`config.mk`:
```
export PLATFORM = sky130hd
export DESIGN_NAME = mmcs_idle_ctrl
export DESIGN_NICKNAME = d
export VERILOG_FILES = /design/src/rtl/mmcs_pkg.sv /design/src/rtl/mmcs_down_cnt.sv /design/src/rtl/mmcs_idle_ctrl.sv
export SDC_FILE = /design/constraint.sdc
export NUM_CORES = 1
export LEC_CHECK = 0
export ABC_CLOCK_PERIOD_IN_PS = 5150
export BUFFER_PORTS_ARGS = -buffer_cell sky130_fd_sc_hd__buf_2
export CORE_ASPECT_RATIO = 0.5
export CORE_MARGIN = 4
export CORE_UTILIZATION = 35
export CTS_BUF_LIST = sky130_fd_sc_hd__clkbuf_16
export DETAILED_ROUTE_END_ITERATION = 8
export SYNTH_ARGS = -nofsm -noshare
export SYNTH_HDL_FRONTEND = slang
export SYNTH_HIERARCHICAL = 1
export SYNTH_SLANG_ARGS = --single-unit
export TNS_END_PERCENT = 5
```
`constraint.sdc`:
```
create_clock -name clk -period 5.15 [get_ports clk]
set_input_delay 0.7725 -clock clk [delete_from_list [all_inputs] [get_ports clk]]
set_output_delay 0.7725 -clock clk [all_outputs]
set_load 0.01 [all_outputs]
```
`src/rtl/mmcs_pkg.sv`:
```
package mmcs_pkg;
    typedef struct packed {
        logic cs;
        logic busy;
        logic pend;
        logic pulse;
    } mmcs_state_t;
endpackage

```
`src/rtl/mmcs_down_cnt.sv`:
```
module mmcs_down_cnt #(
    parameter int W = 16
) (
    input  logic         clk,
    input  logic         rst_n,
    input  logic         load_i,
    input  logic [W-1:0] val_i,
    input  logic         dec_i,
    output logic         zero_o
);
    logic [W-1:0] cnt_d, cnt_q;

    always_comb begin
        cnt_d = cnt_q;
        if (load_i)
            cnt_d = val_i;
        else if (dec_i && cnt_q != '0)
            cnt_d = cnt_q - 1'b1;
    end

    always_ff @(posedge clk or negedge rst_n) begin
        if (!rst_n) cnt_q <= '0;
        else        cnt_q <= cnt_d;
    end

    assign zero_o = (cnt_q == '0);
endmodule

```
`src/rtl/mmcs_idle_ctrl.sv`:
```
module mmcs_idle_ctrl #(
    parameter int TMO_W  = 16,
    parameter int HOLD_W = 6
) (
    input  logic              clk,
    input  logic              rst_n,
    input  logic              enable_i,
    input  logic              abort_i,
    input  logic              tmo_en_i,
    input  logic [TMO_W-1:0]  tmo_val_i,
    input  logic [HOLD_W-1:0] cs_min_high_i,
    input  logic              acc_req_i,
    output logic              cs_n_o,
    output logic              busy_o,
    output logic              tmo_pulse_o
);
    import mmcs_pkg::*;

    mmcs_state_t st_d, st_q;
    logic kill, want, idle_zero, hold_zero;
    logic idle_load, idle_dec, hold_load, hold_dec, tmo_release;

    assign kill = abort_i | ~enable_i;
    assign want = acc_req_i | st_q.pend;

    mmcs_down_cnt #(.W(TMO_W)) idle_cnt_i (
        .clk(clk), .rst_n(rst_n), .load_i(idle_load), .val_i(tmo_val_i),
        .dec_i(idle_dec), .zero_o(idle_zero)
    );

    mmcs_down_cnt #(.W(HOLD_W)) hold_cnt_i (
        .clk(clk), .rst_n(rst_n), .load_i(hold_load), .val_i(cs_min_high_i),
        .dec_i(hold_dec), .zero_o(hold_zero)
    );

    always_comb begin
        tmo_release = ~kill & st_q.cs & ~acc_req_i & tmo_en_i & idle_zero;
        idle_load   = ~kill & ((st_q.cs & acc_req_i) | (~st_q.cs & hold_zero & want));
        idle_dec    = st_q.cs & ~acc_req_i & tmo_en_i;
        hold_load   = st_q.cs & (kill | tmo_release);
        hold_dec    = ~st_q.cs;

        st_d = st_q;
        if (kill) begin
            st_d.cs    = 1'b0;
            st_d.busy  = 1'b0;
            st_d.pend  = 1'b0;
            st_d.pulse = 1'b0;
        end else begin
            st_d.cs    = st_q.cs ? ~tmo_release : (hold_zero & want);
            st_d.busy  = st_q.busy | st_d.cs;
            st_d.pend  = ~st_q.cs & ~hold_zero & want;
            st_d.pulse = tmo_release;
        end
    end

    always_ff @(posedge clk or negedge rst_n) begin
        if (!rst_n) st_q <= '0;
        else        st_q <= st_d;
    end

    assign cs_n_o      = ~st_q.cs;
    assign busy_o      = st_q.busy;
    assign tmo_pulse_o = st_q.pulse;
endmodule

```
==> metrics.txt <==
outcome complete, no violations; GPL Wtd Cong 0.828; via count 1490; fin cells 282; Total Routing Usage GR 13.2%; share of cells above drive strength 1 19.9%; Seq cells post-synth 26; Clock Sinks 26; first drt pass iteration count 4; top cells by count, synth dfrtp_1, nor2_1, nand2_1; Crit. End Element register; post-synthesis cell type count 48; post-synthesis simple-gate area fraction 31.7%; Syn Inst Count 188; post-DP HPWL 2770 microns; Setup Skew 0.00632 ns; Synth area leader dfrtp_1; worst endpoint data arrival time 3.10 ns; Final min period 2.96 ns; Worst Setup Start Kind register; initial antenna violation count 0; Post-synth EDFFs 0; top-count cell post-synth dfrtp_1; DRC 0; Tot Pwr 0.958 mW; Post-Synth XOR/XNOR Area 0.525%; Met1 Wirelength 1930 microns; Met3 Wirelength 111 microns; Seq/Total Area, Yosys 39.0%; Die Wd 106 microns; setup TNS 0 ns; Worst Path Required 5.30 ns; clock slew at reported path FFs 0.07 ns; syn avg cell area 8.88 sq um; Final Cycle Share 57.4%; post-synthesis mux area share 1.87%; Area Overhead vs Synth 18.6%; TritonCTS buffer count 3; setup violators final 0; largest net degree at the start of global routing 27; final hold violations 0; highest routed layer met4; initial core utilization 37.0%; max-slew violations 0; Final Core Density 43.9%; top post-synthesis cells by area dfrtp_1, nor2_1, nand2_1; PwrDens 484 mW/mm^2; core area 0.00451 sq mm; Die H 56.8 microns; final wirelength 3760 microns; max_cap viols 0; Worst Hold Class register to register; Routed WL per cell 13.3 microns; IR Drop Worst-Case VDD 0.221 mV; final net count 248; LEAKAGE 0.851 nW; Primary FF master, synth dfrtp_1; Synth Net Count 219; post_cts resized 0; row cnt 17; unrepaired setup endpoints after global routing no; DIE AREA 0.00600 sq mm; Setup CP Type register to register; largest family of logic cells by synthesized area simple AND/OR/NAND/NOR gates; first-pass GRT wire length 6530 microns; dpl cell area 0.00187 sq mm; worst slew pin tran 0.709 ns; CTS tree done; maximum buffer depth of the clock tree 2; design area 0.00198 sq mm; Max Clk Rate 0.338 GHz; area fraction of the dominant cell type after synthesis 39.0%; global-route congestion overflow total 0; Synth Area in Adders 2.25%; Async SR Flop Fraction 100%; Synth Cell Area 0.00167 sq mm; Hold Buf Count CTS 0; Iter 0 DRT Violations 33; # IOs 31; H-tree levels 1; Synth Area in Compound Gates 20.3%; crit path max fanout 9; # diodes 0; relative slew slack 52.6%; placed cell count 278; post-route antenna net violation count 0; Yosys warning count 6; number of global-route vias before repair 1408; Setup Buffers After CTS 0; Clock Latency Late Sink 0.26 ns; Port Buffers 30; Fill cells 468; Vias/cell 5.28; met2 routed WL 1710 microns; root buf cell clkbuf_16
## logic make-up after synthesis
kind of cell,Yosys count
DFF,26
buffers and inverters,17
and+or+nand+nor,88
xor gates and xnor gates,1
AOI/OAI and AO/OA,50
muxes,3
adders and majority gates,3
## layout make-up
class / instances / area, sq um / share of cell area, %
clock buffer: 3 / 75.1 / 3.79
inverter: 10 / 37.5 / 1.90
tap: 66 / 82.6 / 4.17
clock inverter: 1 / 30.0 / 1.52
timing repair buffer: 31 / 158 / 7.96
multi-input combinational: 145 / 946 / 47.8
sequential: 26 / 651 / 32.9
## worst paths after layout
path                                                  from                          endpoint  slack, ns  cells past startpoint
min in group asynchronous                            rst_n                  busy_o$_DFF_PN0_       0.51                      1
max reg2reg                idle_cnt_i/cnt_q[0]$_DFFE_PN0P_   hold_cnt_i/cnt_q[0]$_DFFE_PN0P_       2.19                     10
max in group asynchronous                            rst_n  idle_cnt_i/cnt_q[14]$_DFFE_PN0P_       4.23                      1
min reg2reg                              st_q[3]$_DFF_PN0_                 st_q[1]$_DFF_PN0_       0.50                      1
max                        idle_cnt_i/cnt_q[0]$_DFFE_PN0P_   hold_cnt_i/cnt_q[0]$_DFFE_PN0P_       2.19                     10
min                                      st_q[3]$_DFF_PN0_                 st_q[1]$_DFF_PN0_       0.50                      1
## power by group
| group | internal [mW] | switching [mW] | leakage (nW) |
|---|---|---|---|
| logic | 0.151 | 0.205 | 0.466 |
| clock network | 0.155 | 0.0757 | 0.0511 |
| registers | 0.278 | 0.0941 | 0.334 |
| total | 0.584 | 0.374 | 0.851 |
## layout by cell type (no fill, tap or decap), drive strengths merged, types with 4 or more instances in the layout
cell type,Yosys,layout
buf,3,31
dfrtp,26,26
nor2,18,18
nand2,16,16
o21ai,12,12
a21oi,11,11
inv,10,10
or4,8,8
a31oi,8,8
nor3,6,6
nor4,5,5
nor2b,4,4
or3,4,4
o31ai,4,4
and2,4,4
## metrics by stage
step / setup WS, ns / hold WS, ns
6_report: 2.19 / 0.505
4_1_cts: 2.18 / 0.503
2_1_floorplan: 2.71 / 0.471
3_3_place_gp: 2.21 / 0.491
3_5_place_dp: 2.22 / 0.498
5_1_grt: 1.83 / 0.559
## layer usage
metal,up-vias,global-route usage (%)
met5,-,0
met4,0,2.95
met3,2,3.21
met2,25,20.7
met1,691,18.3
li1,772,-
## flip-flops by register name, summed over array words and instances, names as in the netlist
register          count
busy_o                1
hold_cnt_i/cnt_q      6
tmo_pulse_o           1
idle_cnt_i/cnt_q     16
st_q                  2
## worst max-delay path, stage by stage (launching register included)
cell and delay (ns):
dfrtp_1 0.39, inv_1 0.10, ha_1 0.20, nor4b_1 0.54, nand4_1 0.32, inv_1 0.19, nand3b_4 0.10, a21oi_1 0.50
inv_1 0.25, o2111ai_1 0.17, nand3_1 0.09
Power figures use the tool's default switching activity.
